--- src/rtl/apb_ahb_bridge_pkg.sv ---
package apb_ahb_bridge_pkg;

  localparam int unsigned WORD_W = 32;
  localparam int unsigned LANES  = WORD_W / 8;
  localparam int unsigned OFS_W  = $clog2(LANES);

  typedef enum logic [1:0] {
    BR_IDLE,
    BR_ADDR,
    BR_DATA,
    BR_RESP
  } br_state_e;

  localparam logic [1:0] TRANS_IDLE   = 2'b00;
  localparam logic [1:0] TRANS_NONSEQ = 2'b10;
  localparam logic [2:0] SZ_BYTE      = 3'b000;
  localparam logic [2:0] SZ_HALF      = 3'b001;
  localparam logic [2:0] SZ_WORD      = 3'b010;
  localparam logic [2:0] BURST_SINGLE = 3'b000;
  localparam logic [3:0] PROT_PLAIN   = 4'b0001;

  function automatic logic [2:0] strb_size(input logic [LANES-1:0] strb);
    logic [2:0] sz;
    unique case (strb)
      4'b0011, 4'b1100:                   sz = SZ_HALF;
      4'b0001, 4'b0010, 4'b0100, 4'b1000: sz = SZ_BYTE;
      default:                            sz = SZ_WORD;
    endcase
    return sz;
  endfunction

  function automatic logic [OFS_W-1:0] strb_offset(input logic [LANES-1:0] strb);
    logic [OFS_W-1:0] ofs;
    unique case (strb)
      4'b0010:          ofs = 2'd1;
      4'b0100, 4'b1100: ofs = 2'd2;
      4'b1000:          ofs = 2'd3;
      default:          ofs = 2'd0;
    endcase
    return ofs;
  endfunction

  function automatic logic [3:0] prot_map(input logic [2:0] prot);
    return {2'b00, prot[0], ~prot[2]};
  endfunction

endpackage

--- src/rtl/apb_ahb_req_reg.sv ---
module apb_ahb_req_reg
  import apb_ahb_bridge_pkg::*;
#(
  parameter int unsigned ADDR_W = 32,
  parameter bit          APB4   = 1'b1
) (
  input  logic              clk_i,
  input  logic              rst_ni,
  input  logic              load_i,
  input  logic [ADDR_W-1:0] addr_i,
  input  logic              write_i,
  input  logic [WORD_W-1:0] wdata_i,
  input  logic [LANES-1:0]  strb_i,
  input  logic [2:0]        prot_i,
  output logic [ADDR_W-1:0] addr_o,
  output logic              write_o,
  output logic [2:0]        size_o,
  output logic [3:0]        prot_o,
  output logic [WORD_W-1:0] wdata_o
);

  logic [ADDR_W-1:0] addr_d;
  logic [2:0]        size_d;
  logic [3:0]        prot_d;

  generate
    if (APB4) begin : g_apb4
      logic unused_prot;
      assign unused_prot = prot_i[1];
      always_comb begin
        addr_d = addr_i;
        size_d = SZ_WORD;
        if (write_i) begin
          addr_d = {addr_i[ADDR_W-1:OFS_W], strb_offset(strb_i)};
          size_d = strb_size(strb_i);
        end
        prot_d = prot_map(prot_i);
      end
    end else begin : g_apb3
      logic unused_apb4_in;
      assign unused_apb4_in = ^{strb_i, prot_i};
      always_comb begin
        addr_d = addr_i;
        size_d = SZ_WORD;
        prot_d = PROT_PLAIN;
      end
    end
  endgenerate

  always_ff @(posedge clk_i or negedge rst_ni) begin
    if (!rst_ni) begin
      addr_o  <= '0;
      write_o <= 1'b0;
      size_o  <= SZ_WORD;
      prot_o  <= PROT_PLAIN;
      wdata_o <= '0;
    end else if (load_i) begin
      addr_o  <= addr_d;
      write_o <= write_i;
      size_o  <= size_d;
      prot_o  <= prot_d;
      wdata_o <= wdata_i;
    end
  end

endmodule

--- src/rtl/apb_ahb_ctrl.sv ---
module apb_ahb_ctrl
  import apb_ahb_bridge_pkg::*;
#(
  parameter bit REG_RESP = 1'b0
) (
  input  logic clk_i,
  input  logic rst_ni,
  input  logic sel_i,
  input  logic en_i,
  input  logic hready_i,
  output logic load_o,
  output logic addr_ph_o,
  output logic data_ph_o,
  output logic resp_ph_o
);

  br_state_e state_q, state_d;

  always_comb begin
    state_d = state_q;
    load_o  = 1'b0;
    unique case (state_q)
      BR_IDLE: if (sel_i && !en_i) begin
        load_o  = 1'b1;
        state_d = BR_ADDR;
      end
      BR_ADDR: if (hready_i) state_d = BR_DATA;
      BR_DATA: if (hready_i) state_d = REG_RESP ? BR_RESP : BR_IDLE;
      BR_RESP: state_d = BR_IDLE;
      default: state_d = BR_IDLE;
    endcase
  end

  always_ff @(posedge clk_i or negedge rst_ni) begin
    if (!rst_ni) state_q <= BR_IDLE;
    else         state_q <= state_d;
  end

  assign addr_ph_o = (state_q == BR_ADDR);
  assign data_ph_o = (state_q == BR_DATA);
  assign resp_ph_o = (state_q == BR_RESP);

  // a captured request launches the address phase next cycle
  p_launch_r2: assert property (@(posedge clk_i) disable iff (!rst_ni)
    load_o |=> addr_ph_o);

  // a stalled address phase is held
  p_addr_hold_r6: assert property (@(posedge clk_i) disable iff (!rst_ni)
    (addr_ph_o && !hready_i) |=> addr_ph_o);

  // an accepted address phase moves to the data phase
  p_one_addr_r7: assert property (@(posedge clk_i) disable iff (!rst_ni)
    (addr_ph_o && hready_i) |=> (data_ph_o && !addr_ph_o));

endmodule

--- src/rtl/apb_ahb_resp.sv ---
module apb_ahb_resp
  import apb_ahb_bridge_pkg::*;
#(
  parameter bit REG_RESP = 1'b0
) (
  input  logic              clk_i,
  input  logic              rst_ni,
  input  logic              data_ph_i,
  input  logic              resp_ph_i,
  input  logic              hready_i,
  input  logic              hresp_i,
  input  logic [WORD_W-1:0] hrdata_i,
  output logic              ready_o,
  output logic              err_o,
  output logic [WORD_W-1:0] rdata_o
);

  generate
    if (REG_RESP) begin : g_reg
      logic              err_q;
      logic [WORD_W-1:0] rdata_q;
      logic              cap_en;

      assign cap_en = data_ph_i && hready_i;

      always_ff @(posedge clk_i or negedge rst_ni) begin
        if (!rst_ni) begin
          err_q   <= 1'b0;
          rdata_q <= '0;
        end else if (cap_en) begin
          err_q   <= hresp_i;
          rdata_q <= hrdata_i;
        end
      end

      assign ready_o = resp_ph_i;
      assign err_o   = resp_ph_i && err_q;
      assign rdata_o = rdata_q;

      // the registered answer arrives exactly one cycle after the data phase ends
      p_late_ready_r9: assert property (@(posedge clk_i) disable iff (!rst_ni)
        (data_ph_i && hready_i) |=> ready_o);

      // an error on the last data-phase cycle is reported one cycle later
      p_late_err_r9: assert property (@(posedge clk_i) disable iff (!rst_ni)
        (data_ph_i && hready_i && hresp_i) |=> err_o);
    end else begin : g_comb
      logic unused_comb;
      assign unused_comb = ^{clk_i, rst_ni, resp_ph_i};
      assign ready_o = data_ph_i && hready_i;
      assign err_o   = data_ph_i && hready_i && hresp_i;
      assign rdata_o = hrdata_i;
    end
  endgenerate

endmodule

--- src/rtl/apb_ahb_bridge.sv ---
module apb_ahb_bridge
  import apb_ahb_bridge_pkg::*;
#(
  parameter int unsigned ADDR_W   = 32,
  parameter bit          APB4     = 1'b1,
  parameter bit          REG_RESP = 1'b0
) (
  input  logic              clk_i,
  input  logic              rst_ni,
  input  logic              apb_sel_i,
  input  logic              apb_en_i,
  input  logic [ADDR_W-1:0] apb_addr_i,
  input  logic              apb_write_i,
  input  logic [31:0]       apb_wdata_i,
  input  logic [3:0]        apb_strb_i,
  input  logic [2:0]        apb_prot_i,
  output logic              apb_ready_o,
  output logic [31:0]       apb_rdata_o,
  output logic              apb_err_o,
  output logic [ADDR_W-1:0] ahb_addr_o,
  output logic [1:0]        ahb_trans_o,
  output logic              ahb_write_o,
  output logic [2:0]        ahb_size_o,
  output logic [2:0]        ahb_burst_o,
  output logic [3:0]        ahb_prot_o,
  output logic              ahb_lock_o,
  output logic [31:0]       ahb_wdata_o,
  input  logic [31:0]       ahb_rdata_i,
  input  logic              ahb_ready_i,
  input  logic              ahb_resp_i
);

  logic load, addr_ph, data_ph, resp_ph;

  apb_ahb_ctrl #(.REG_RESP(REG_RESP)) u_ctrl (
    .clk_i     (clk_i),
    .rst_ni    (rst_ni),
    .sel_i     (apb_sel_i),
    .en_i      (apb_en_i),
    .hready_i  (ahb_ready_i),
    .load_o    (load),
    .addr_ph_o (addr_ph),
    .data_ph_o (data_ph),
    .resp_ph_o (resp_ph)
  );

  apb_ahb_req_reg #(.ADDR_W(ADDR_W), .APB4(APB4)) u_req (
    .clk_i   (clk_i),
    .rst_ni  (rst_ni),
    .load_i  (load),
    .addr_i  (apb_addr_i),
    .write_i (apb_write_i),
    .wdata_i (apb_wdata_i),
    .strb_i  (apb_strb_i),
    .prot_i  (apb_prot_i),
    .addr_o  (ahb_addr_o),
    .write_o (ahb_write_o),
    .size_o  (ahb_size_o),
    .prot_o  (ahb_prot_o),
    .wdata_o (ahb_wdata_o)
  );

  apb_ahb_resp #(.REG_RESP(REG_RESP)) u_resp (
    .clk_i     (clk_i),
    .rst_ni    (rst_ni),
    .data_ph_i (data_ph),
    .resp_ph_i (resp_ph),
    .hready_i  (ahb_ready_i),
    .hresp_i   (ahb_resp_i),
    .hrdata_i  (ahb_rdata_i),
    .ready_o   (apb_ready_o),
    .err_o     (apb_err_o),
    .rdata_o   (apb_rdata_o)
  );

  assign ahb_trans_o = addr_ph ? TRANS_NONSEQ : TRANS_IDLE;
  assign ahb_burst_o = BURST_SINGLE;
  assign ahb_lock_o  = 1'b0;

  // no ready towards APB while an address phase is on the bus
  p_no_ready_addr_r6: assert property (@(posedge clk_i) disable iff (!rst_ni)
    (ahb_trans_o == TRANS_NONSEQ) |-> !apb_ready_o);

  // address-phase attributes frozen while the responder stalls
  p_stable_attr_r6: assert property (@(posedge clk_i) disable iff (!rst_ni)
    (ahb_trans_o == TRANS_NONSEQ && !ahb_ready_i) |=>
      ($stable(ahb_addr_o) && $stable(ahb_size_o) &&
       $stable(ahb_write_o) && $stable(ahb_prot_o)));

  // a completed handshake is not followed by ready or a new address phase
  p_handoff_r10: assert property (@(posedge clk_i) disable iff (!rst_ni)
    (apb_ready_o && apb_sel_i && apb_en_i) |=>
      (ahb_trans_o == TRANS_IDLE && !apb_ready_o));

endmodule

--- config.mk ---
export PLATFORM = sky130hd
export DESIGN_NAME = apb_ahb_bridge
export DESIGN_NICKNAME = d
export VERILOG_FILES = /design/src/rtl/apb_ahb_bridge_pkg.sv /design/src/rtl/apb_ahb_req_reg.sv /design/src/rtl/apb_ahb_ctrl.sv /design/src/rtl/apb_ahb_resp.sv /design/src/rtl/apb_ahb_bridge.sv
export SDC_FILE = /design/constraint.sdc
export NUM_CORES = 1
export LEC_CHECK = 0
export BUFFER_PORTS_ARGS = -buffer_cell sky130_fd_sc_hd__buf_2
export CORE_UTILIZATION = 27
export CTS_BUF_LIST = sky130_fd_sc_hd__clkbuf_8
export DETAILED_ROUTE_END_ITERATION = 8
export SLEW_MARGIN = 20
export SYNTH_ARGS = -nofsm -noshare
export SYNTH_HDL_FRONTEND = slang
export SYNTH_SLANG_ARGS = --single-unit
export TNS_END_PERCENT = 20
--- constraint.sdc ---
create_clock -name clk_i -period 2.51 [get_ports clk_i]
set_input_delay 0.1255 -clock clk_i [delete_from_list [all_inputs] [get_ports clk_i]]
set_output_delay 0.1255 -clock clk_i [all_outputs]
set_load 0.005 [all_outputs]
# Word-level counts from Yosys, hierarchy flattened
# Cells that the tools add are included.
# word_totals
regBits	72
word_cells	39
# classes
eq_ne	12
muxes	11
bitwise	1
n_reduce_logical	9
# op_table
operator	count
2-bit two-way mux	5
4-bit by 2-bit equality test with 1-bit output, second input constant	2
4-bit equality test, second input constant	2
2-bit case mux with 4 select lines	1
2-bit case mux with 3 select lines	1
2-bit equality test, second input constant	2
4-bit by 1-bit equality test with 1-bit output, second input constant	1
4-bit by 3-bit equality test with 1-bit output, second input constant	1
2-bit inequality test, second input constant	2
2-bit case mux with 2 select lines	1
2-bit OR reduction	2
4-bit OR reduction	1
1-bit logical AND	3
3-bit two-way mux	1
3-bit AND reduction	1
2-bit by 1-bit equality test with 1-bit output, second input constant	1
2-bit zero test	1
1-bit two-way mux	2
2-bit by 1-bit inequality test with 1-bit output, second input constant	1
1-bit zero test	1
1-bit inverter	1

# Logic depth before layout (Yosys ltp)
# Gate-level depths: netlist of the first run.
# depth
ltp_word	4
mapped_depth	6
depth_no_buf	3

# Hierarchy
# Synthesis of the first run repeated with hierarchy kept, for this count alone.
# hier_totals
hier_cells	217
hier_area_um2	3385.7
# modules_own_cells
module	n_inst	cells_per_inst	area_per_inst_um2	seq_area_each_um2
apb_ahb_req_reg	1	167	2977.9	1729.2
apb_ahb_resp	1	34	252.7	0.0
apb_ahb_ctrl	1	9	106.4	50.0
apb_ahb_bridge	1	7	48.8	0.0

# Worst setup path before layout of the first run
# OpenSTA, ideal clock, no wires.
# synth_timing
path_type	register to register
start	register u_ctrl.state_q[1]
end	register u_req.addr_o[10]
setup_ns	0.117
arrival_ns	1.400
t_required_ns	2.393
path_slack_ns	0.993
path_stages_with_launch	7
period_less_slack_ns	1.517
cell_sequence	dfrtp_1 -> or4b_1 -> clkbuf_1 -> buf_6 -> buf_6 -> nand2_1 -> nand2_1
# synth_between
elab_chain_cells	2
# synth_rtl
element	line	text
start, declared	apb_ahb_ctrl.sv:17	br_state_e state_q, state_d;
start signal, assigned	apb_ahb_ctrl.sv:36	else state_q <= state_d;
2-bit zero test	apb_ahb_ctrl.sv:22	unique case (state_q)
1-bit two-way mux	apb_ahb_ctrl.sv:22	
end signal, assigned	apb_ahb_req_reg.sv:58	addr_o <= addr_d;
end, declared	apb_ahb_req_reg.sv:15	output logic [ADDR_W-1:0] addr_o,
# Every way passes these cells.
# A chain may end at the register's enable or synchronous reset.

# Final worst setup path of the first run
# Same ends and word-level chain as after synthesis.

==> key figures, run 1 <==
Worst setup path
  • Worst path buffer plus inverter count: 1
  • Capture point of the worst reg-to-reg path: u_req.addr_o[10]
  • First element of the critical path: u_ctrl.state_q[1]
  • Cell type of the slowest stage on the worst timing path: or4b_2
  • Element type at the critical path start: register
  • Worst R2R Start: u_ctrl.state_q[1]
  • Family with the most delay on the worst path: simple AND/OR/NAND/NOR gates
  • Number of cell instances on the worst register-to-register path: 4
  • Capturing element of the worst setup path: u_req.addr_o[10]
  • CP Cell Sequence: or4b_2, buf_4, nand2_1, nand2_1
  • Worst path arrival time: 2.06 ns
  • CP Data Required Time: 2.73 ns
  • CP max FO: 68
  • Cell depth of the worst setup path: 4
  • Worst R2R Setup Slack: 0.67 ns
  • Cell repeated most along the worst path: nand2_1
  • Kind of end point of the critical path: register
  • Delay of the slowest cell on the worst path: 0.67 ns
  • Critical path class: register to register

Die
  • Area enclosed by the die boundary: 11830 sq um
  • Initial core utilization: 28.01%
  • Vertical extent of the die: 108.8 microns
  • Core area: 10980 sq um
  • Die Width: 108.8 microns
  • Number of I/O pins: 222
  • Site row count: 38

STA
  • Slack of the critical path: 0.6691 ns
  • Fraction of the cycle the final worst path needs: 73.34%
  • Count of endpoints failing hold in the final timing report: 0
  • Max-slew violation total from the final report: 0
  • Maximum operating frequency: 543.2 MHz
  • Minimum clock period after layout: 1.841 ns
  • Final Skew: 0.005698 ns
  • Max-Slew Margin vs Limit: 40.60%
  • Setup repair after global routing missed its margin: false
  • Count of final setup violators: 0
  • Actual transition at the worst max-transition pin: 0.8910 ns
  • Summed negative setup slack over all endpoints: 0 ns

Clocking
  • Clock-pin slew reported for the worst setup and hold paths after clock tree synthesis: 0.07 ns
  • Num CTS Buffers: 9
  • Number of levels in the clock H-tree: 3
  • Post-CTS Setup Bufs: 0
  • Root buffer cell: clkbuf_8
  • CTS sink cnt: 71
  • Hold bufs inserted after CTS: 66
  • Clk_lat worst skew: 0.33 ns
  • Post-cts gate resize count: 0
  • TritonCTS clock tree: done
  • Clock Tree Buf Depth: 2

Finish
  • Layout filler cell count: 1050
  • Antenna Cells: 0
  • Area used by multi-input combinational logic: 939.7 sq um
  • Sequential standard cell area: 1779 sq um
  • Ratio of cells with drive above 1 in the final layout: 31.39%
  • Area delta synth->final: 45.99%
  • Nets: 638

Synth
  • Mapped Avg Cell Area: 8.816 sq um
  • Most instantiated flip-flop cell in the synthesis netlist: dfrtp_1
  • Syn Inst Count: 349
  • Cell taking the most area after synthesis: dfrtp_1
  • Cell types occupying the most area after synthesis: dfrtp_1 (56%), nand2_1 (24%), buf_4 (10%)
  • Library cell with the highest instance count after synthesis: nand2_1
  • Compound-cell area share of the yosys netlist: 1.830%
  • Synth async-reset ratio: 100.0%
  • Share of synthesized area spent on multiplexers: 0%
  • Combinational family with the most area after synthesis: simple AND/OR/NAND/NOR gates
  • Share of synthesized cell area in and, or, nand and nor gates: 26.88%
  • Adder-cell share of the synthesized area: 0%
  • Xor/xnor share of the synthesized area: 0.5693%
  • Number of distinct library cells after synthesis: 25
  • Mapped Area: 3077 sq um
  • EDFF count, synth: 0
  • Count of yosys warnings during synthesis: 0
  • Portion of the post-synthesis area used by sequential elements: 57.83%
  • Top post-synthesis cells by count: nand2_1 (194), dfrtp_1 (69), buf_4 (41), clkbuf_1 (10), nor2_1 (6)
  • Fraction of synthesized cell area taken by the top area cell type: 56.12%
  • Post-synthesis register bit count: 71

Pwr
  • Power density relative to cell area: 785.8 nW/um^2
  • Maximum VDD drop: 0.0003129 V
  • Leakage Power: 2.532 nW

Global route
  • Final global-route overflow total: 0
  • Number of antenna violations at the first check in global routing: 0
  • Pin count of the biggest net entering global routing: 72
  • First-pass GRT wire length: 12.25 mm
  • Vias in the first global route: 2837
  • Overall global routing resource usage: 13.34%

Detailed routing
  • Number of antenna-violating nets in the routed design: 0
  • Post-route DRC: 0
  • DRT Wirelength: 7.770 mm
  • Vias: 2787
  • Number of DRC violations after detailed-routing iteration 0: 175
  • Post-DR wirelength/cell: 11.56 microns
  • Drt pass-1 iters: 4
  • Per-cell via count in the routed design: 4.147

Place
  • Global placer's final weighted congestion: 0.7091
  • Post-Place Setup Slack: 0.6665 ns
  • Detailed placer's ending HPWL: 4.528 mm
  • Count of input and output buffers: 148

Status
  • Outcome: finished clean

Worst hold path
  • Class of the tightest hold or removal check: input pin to register

Job
  • Number of maximum-capacitance constraint violations: 0
registers in the layout (all words and copies together), names as in the netlist:
register,cells
u_req.wdata_o,32
u_req.write_o,1
u_req.addr_o,32
u_ctrl.state_q,2
u_req.size_o,2
u_req.prot_o,2
placed cells by master, fill, tap and decap left out:
| cell | n |
|---|---|
| nand3b_1 | 1 |
| buf_4 | 4 |
| a22o_1 | 1 |
| a21oi_1 | 1 |
| dfstp_2 | 2 |
| and3b_1 | 1 |
| o22a_1 | 1 |
| xor2_1 | 1 |
| or4b_2 | 1 |
| and2_1 | 1 |
| clkbuf_8 | 11 |
| xnor2_1 | 1 |
| nand2_1 | 194 |
| inv_1 | 4 |
| nor2_1 | 6 |
| buf_2 | 147 |
| nand2b_1 | 2 |
| nor2b_1 | 1 |
| dfrtp_1 | 69 |
| dlygate4sd3_1 | 66 |
| a31oi_1 | 3 |
| clkinv_2 | 1 |
| nor4b_4 | 1 |
| nor4bb_1 | 1 |
| conb_1 | 8 |
| o21ai_0 | 3 |
kinds of logic (layout without fill, tap and decap cells):
| group | Yosys count | in the layout |
|---|---|---|
| buf+inv | 57 | 233 |
| compound gates | 9 | 9 |
| xor+xnor | 2 | 2 |
| other cells | 1 | 8 |
| flops | 71 | 71 |
| simple gates | 209 | 209 |
per-stage QoR:
step	power [W]	std cells	util (%)	instance area [sq um]	hold slack, ns
global route	0.003838	672	40.90	4492	0.04504
floorplan	0.002200	356	-	3103	-0.1701
CTS	0.003588	672	40.90	4492	0.03227
finish	0.003530	672	40.90	4492	0.05997
detailed placement	0.002684	591	33.36	3664	0.2510
global placement	0.002658	591	33.36	3664	0.2510
power by group:
part	internal, W	switching (W)	total [W]
registers	0.00152	0.000194	0.00172
logic	0.000519	0.000503	0.00102
clock network	0.000396	0.000397	0.000792
total	0.00244	0.00109	0.00353
metal layers:
metal | global-route usage, % | vias up | share of wire [%]
met4 | 6.081 | 0 | 1.9
li1 | - | 1370 | -
met3 | 4.363 | 22 | 7.6
met5 | 0 | - | 0
met1 | 14.85 | 1284 | 42
met2 | 23.06 | 111 | 48
worst min path at each step:
stage	from	endpoint	slack, ns	cells past startpoint
floorplan	rst_ni	u_ctrl.state_q[0]	-0.17	0
global placement	ahb_rdata_i[10]	apb_rdata_o[10]	0.25	0
detailed placement	ahb_rdata_i[10]	apb_rdata_o[10]	0.25	0
CTS	apb_addr_i[1]	u_req.addr_o[1]	0.03	3
global route	apb_addr_i[1]	u_req.addr_o[1]	0.05	3
finish	apb_addr_i[1]	u_req.addr_o[1]	0.06	3
layout make-up:
type | instances | share of cell area [%]
multi-input cells | 228 | 20.92
inverters | 1 | 0.08357
clock inverters | 4 | 0.3621
repair buffers | 217 | 31.75
well taps | 140 | 3.900
clock buffers | 11 | 3.370
flip-flops and latches | 71 | 39.61
worst register-to-register path: stages (launching register included):
cell and delay, ns:
dfrtp_1 0.44, or4b_2 0.67, buf_4 0.36, nand2_1 0.20, nand2_1 0.06
(Power assumes the default switching activity.)
==> run 2: changes to the inputs <==
ABC_AREA = 1   (was unset)
clock period = 1.75 ns   (was 2.51 ns; I/O delays follow)
==> run 2 against run 1 <==
  * Largest cell class unchanged
  * Area after synthesis rose by 7.4%
  * Die area increased by 7.2%
  * Global-route usage is 1.6 points higher
  * Utilization decreased by 1.7 points
  * Sequential share of layout area shrank 1.7 points
  * First-iteration DRC count down 30%
  * Sequential cell count is the same
  * Routed wire length increased by 16%
  * Synthesized cell count grew 8.3%
  * Clock skew grew 0.0011 ns
==> key figures, run 2 <==
Global route
  • Overall global routing resource usage: 14.92% (was 13.34%)
  • Number of antenna violations at the first check in global routing: 0 (unchanged)
  • First-pass GRT wire length: 14.59 mm (was 12.25 mm)
  • Pin count of the biggest net entering global routing: 67 (was 72)
  • Final global-route overflow total: 0 (unchanged)
  • Vias in the first global route: 3028 (was 2837)

Worst setup path
  • Kind of end point of the critical path: register (unchanged)
  • Number of cell instances on the worst register-to-register path: 5 (was 4)
  • Family with the most delay on the worst path: simple AND/OR/NAND/NOR gates (unchanged)
  • CP Cell Sequence: nor2_4, nand2_2, buf_4, nand2_1, nand2_1 (was or4b_2, buf_4, nand2_1, nand2_1)
  • Cell repeated most along the worst path: nand2_1 (unchanged)
  • Cell depth of the worst setup path: 5 (was 4)
  • Delay of the slowest cell on the worst path: 0.43 ns (was 0.67 ns)
  • Worst path arrival time: 1.61 ns (was 2.06 ns)
  • CP Data Required Time: 2.00 ns (was 2.73 ns)
  • Worst path buffer plus inverter count: 1 (unchanged)
  • Element type at the critical path start: register (unchanged)
  • CP max FO: 19 (was 68)
  • Cell type of the slowest stage on the worst timing path: dfrtp_1 (was or4b_2)
  • Critical path class: register to register (unchanged)

Finish
  • Top library cells by usage in the layout, fill and taps aside: nand2_1 (147), buf_2 (147), dfrtp_1 (69) (was nand2_1 (194), buf_2 (147), dfrtp_1 (69))
  • End-of-flow core utilization: 39.24% (was 40.90%)
  • Area delta synth->final: 42.08% (was 45.99%)
  • Layout filler cell count: 1150 (was 1050)
  • Post-route design area: 4693 sq um (was 4492 sq um)
  • Ratio of cells with drive above 1 in the final layout: 31.25% (was 31.39%)
  • Nets: 665 (was 638)
  • Antenna Cells: 0 (unchanged)
  • Top flop regs: u_req.addr_o x32, u_req.wdata_o x32 (unchanged)

STA
  • Max-slew violation total from the final report: 0 (unchanged)
  • Final Skew: 0.006845 ns (was 0.005698 ns)
  • Fraction of the cycle the final worst path needs: 77.91% (was 73.34%)
  • Setup repair after global routing missed its margin: false (unchanged)
  • Minimum clock period after layout: 1.363 ns (was 1.841 ns)
  • Maximum operating frequency: 733.5 MHz (was 543.2 MHz)
  • Count of endpoints failing hold in the final timing report: 0 (unchanged)
  • Count of final setup violators: 0 (unchanged)
  • Summed negative setup slack over all endpoints: 0 ns (unchanged)

Die
  • Die Width: 112.6 microns (was 108.8 microns)
  • Number of I/O pins: 222 (unchanged)
  • Core area: 11960 sq um (was 10980 sq um)
  • Site row count: 40 (was 38)
  • Initial core utilization: 27.62% (was 28.01%)
  • Area enclosed by the die boundary: 12680 sq um (was 11830 sq um)
  • Vertical extent of the die: 112.6 microns (was 108.8 microns)

Detailed routing
  • Post-route DRC: 0 (unchanged)
  • Per-cell via count in the routed design: 4.311 (was 4.147)
  • Drt pass-1 iters: 4 (unchanged)
  • Vias: 3048 (was 2787)
  • Post-DR wirelength/cell: 12.77 microns (was 11.56 microns)
  • Number of antenna-violating nets in the routed design: 0 (unchanged)
  • DRT Wirelength: 9.031 mm (was 7.770 mm)
  • Number of DRC violations after detailed-routing iteration 0: 122 (was 175)

Pwr
  • Maximum VDD drop: 0.0003942 V (was 0.0003129 V)
  • Share of power burned in registers: 46.1% (was 48.6%)
  • Design internal power: 0.003573 W (was 0.002436 W)
  • Power density relative to cell area: 1136 nW/um^2 (was 785.8 nW/um^2)
  • Fraction of power consumed by combinational cells: 31.3% (was 29.0%)
  • Switching part of the total: 32.99% (was 30.99%)
  • Relative contribution of the clock network to total power: 22.6% (was 22.4%)
  • Leakage Power: 2.638 nW (was 2.532 nW)
  • Net switching power of the design: 0.001759 W (was 0.001094 W)

Synth
  • Post-synthesis register bit count: 71 (unchanged)
  • Fraction of synthesized cell area taken by the top area cell type: 52.27% (was 56.12%)
  • Cell taking the most area after synthesis: dfrtp_1 (unchanged)
  • Mapped Area: 3303 sq um (was 3077 sq um)
  • EDFF count, synth: 0 (unchanged)
  • Mapped Avg Cell Area: 8.739 sq um (was 8.816 sq um)
  • Library cell with the highest instance count after synthesis: nand2_1 (unchanged)
  • Count of yosys warnings during synthesis: 0 (unchanged)
  • Number of distinct library cells after synthesis: 18 (was 25)
  • Portion of the post-synthesis area used by sequential elements: 53.86% (was 57.83%)
  • Cell types occupying the most area after synthesis: dfrtp_1 (52%), nand2_1 (17%), buf_4 (11%) (was dfrtp_1 (56%), nand2_1 (24%), buf_4 (10%))
  • Most instantiated flip-flop cell in the synthesis netlist: dfrtp_1 (unchanged)
  • Syn Inst Count: 378 (was 349)
  • Synth async-reset ratio: 100.0% (unchanged)
  • Top post-synthesis cells by count: nand2_1 (147), dfrtp_1 (69), nand3_1 (67), buf_4 (50) (was nand2_1 (194), dfrtp_1 (69), buf_4 (41), clkbuf_1 (10), nor2_1 (6))

Place
  • Detailed placer's ending HPWL: 5.557 mm (was 4.528 mm)
  • Count of input and output buffers: 148 (unchanged)
  • Instance area at placement: 3851 sq um (was 3664 sq um)
  • Global placer's final weighted congestion: 0.7371 (was 0.7091)

Clocking
  • Post-CTS Setup Bufs: 0 (unchanged)
  • Clock Tree Buf Depth: 2 (unchanged)
  • Num CTS Buffers: 9 (unchanged)
  • Clk_lat worst skew: 0.35 ns (was 0.33 ns)
  • Post-cts gate resize count: 0 (unchanged)
  • TritonCTS clock tree: done (unchanged)
  • Root buffer cell: clkbuf_8 (unchanged)
  • CTS sink cnt: 71 (unchanged)
  • Hold bufs inserted after CTS: 66 (unchanged)
  • Number of levels in the clock H-tree: 3 (unchanged)
  • Clock-pin slew reported for the worst setup and hold paths after clock tree synthesis: 0.08 ns (was 0.07 ns)

Worst hold path
  • Class of the tightest hold or removal check: input pin to register (unchanged)
  • Hold Path Depth: 4 (was 3)

Job
  • Number of maximum-capacitance constraint violations: 0 (unchanged)

Status
  • Outcome: finished clean (unchanged)
[run 2: cell count changes after synthesis, moves of 2 or more]
cell and delta:
nor2_1 +3, nor2_4 +2, clkbuf_1 -8, buf_4 +9, a21oi_1 +2, buf_6 +5
nand3_1 +67, inv_1 +8, o21ai_2 +2, a31oi_1 -3, nand2_1 -47, nand2b_1 -2
[run 2: final timing paths]
path | from | slack, ns | endpoint
max reg2reg | u_ctrl.state_q[0] | 0.39 | u_req.addr_o[15]
min reg2reg | u_req.addr_o[5] | 0.47 | u_req.addr_o[5]
min in group asynchronous | rst_ni | 0.22 | u_req.addr_o[4]
min | apb_write_i | 0.04 | u_req.addr_o[1]
max | u_ctrl.state_q[0] | 0.39 | u_req.addr_o[15]
max in group asynchronous | rst_ni | 0.85 | u_req.wdata_o[29]
[run 2: area by class of cell]
class                      count  area [sq um]  area share (%)
sequential                    71          1779           37.91
timing repair buffer         221          1481           31.56
multi-input combinational    243          1033           22.02
tap                          147         183.9           3.919
clock buffer                  12         165.2           3.519
inverter                       9         33.78          0.7198
clock inverter                 4         16.27          0.3466
[run 2: power groups by stage]
stage	clock network, W	registers (W)	logic [W]
finish	0.00120	0.00246	0.00167
global route	0.00134	0.00253	0.00189
CTS	0.00128	0.00246	0.00168
detailed placement	0	0.00248	0.00156
global placement	0	0.00246	0.00153
floorplan	0	0.00253	0.000804
[run 2: tightest hold or removal path, stage by stage]
cell	delay (ns)
buf_2	0.11
nand2_1	0.05
nand2_1	0.06
nand2_1	0.04
[run 2: cell families after synthesis]
| logic type | after synthesis | synth area share, % |
|---|---|---|
| other | 1 | 0.1135 |
| buffers and inverters | 71 | 15.64 |
| flip-flops | 71 | 53.86 |
| AND/OR/NAND/NOR | 228 | 29.09 |
| AO/OA/AOI/OAI | 7 | 1.288 |
[run 2: metal layers]
layer | up-vias | routed length [microns] | track usage (%)
li1 | 1495 | - | -
met5 | - | 0 | 0
met2 | 136 | 4392 | 24.94
met4 | 0 | 194 | 6.844
met1 | 1398 | 3833 | 17.35
met3 | 19 | 611 | 4.914
[run 2: per-stage QoR]
step	setup slack, ns	hold WS (ns)	total power (W)	cells
2_1_floorplan	0.6717	-0.2081	0.003332	385
3_3_place_gp	0.4107	0.06983	0.003984	625
3_5_place_dp	0.3870	0.07033	0.004040	625
4_1_cts	0.3673	0.01623	0.005408	707
5_1_grt	0.2729	0.04913	0.005755	707
6_report	0.3866	0.03892	0.005332	707
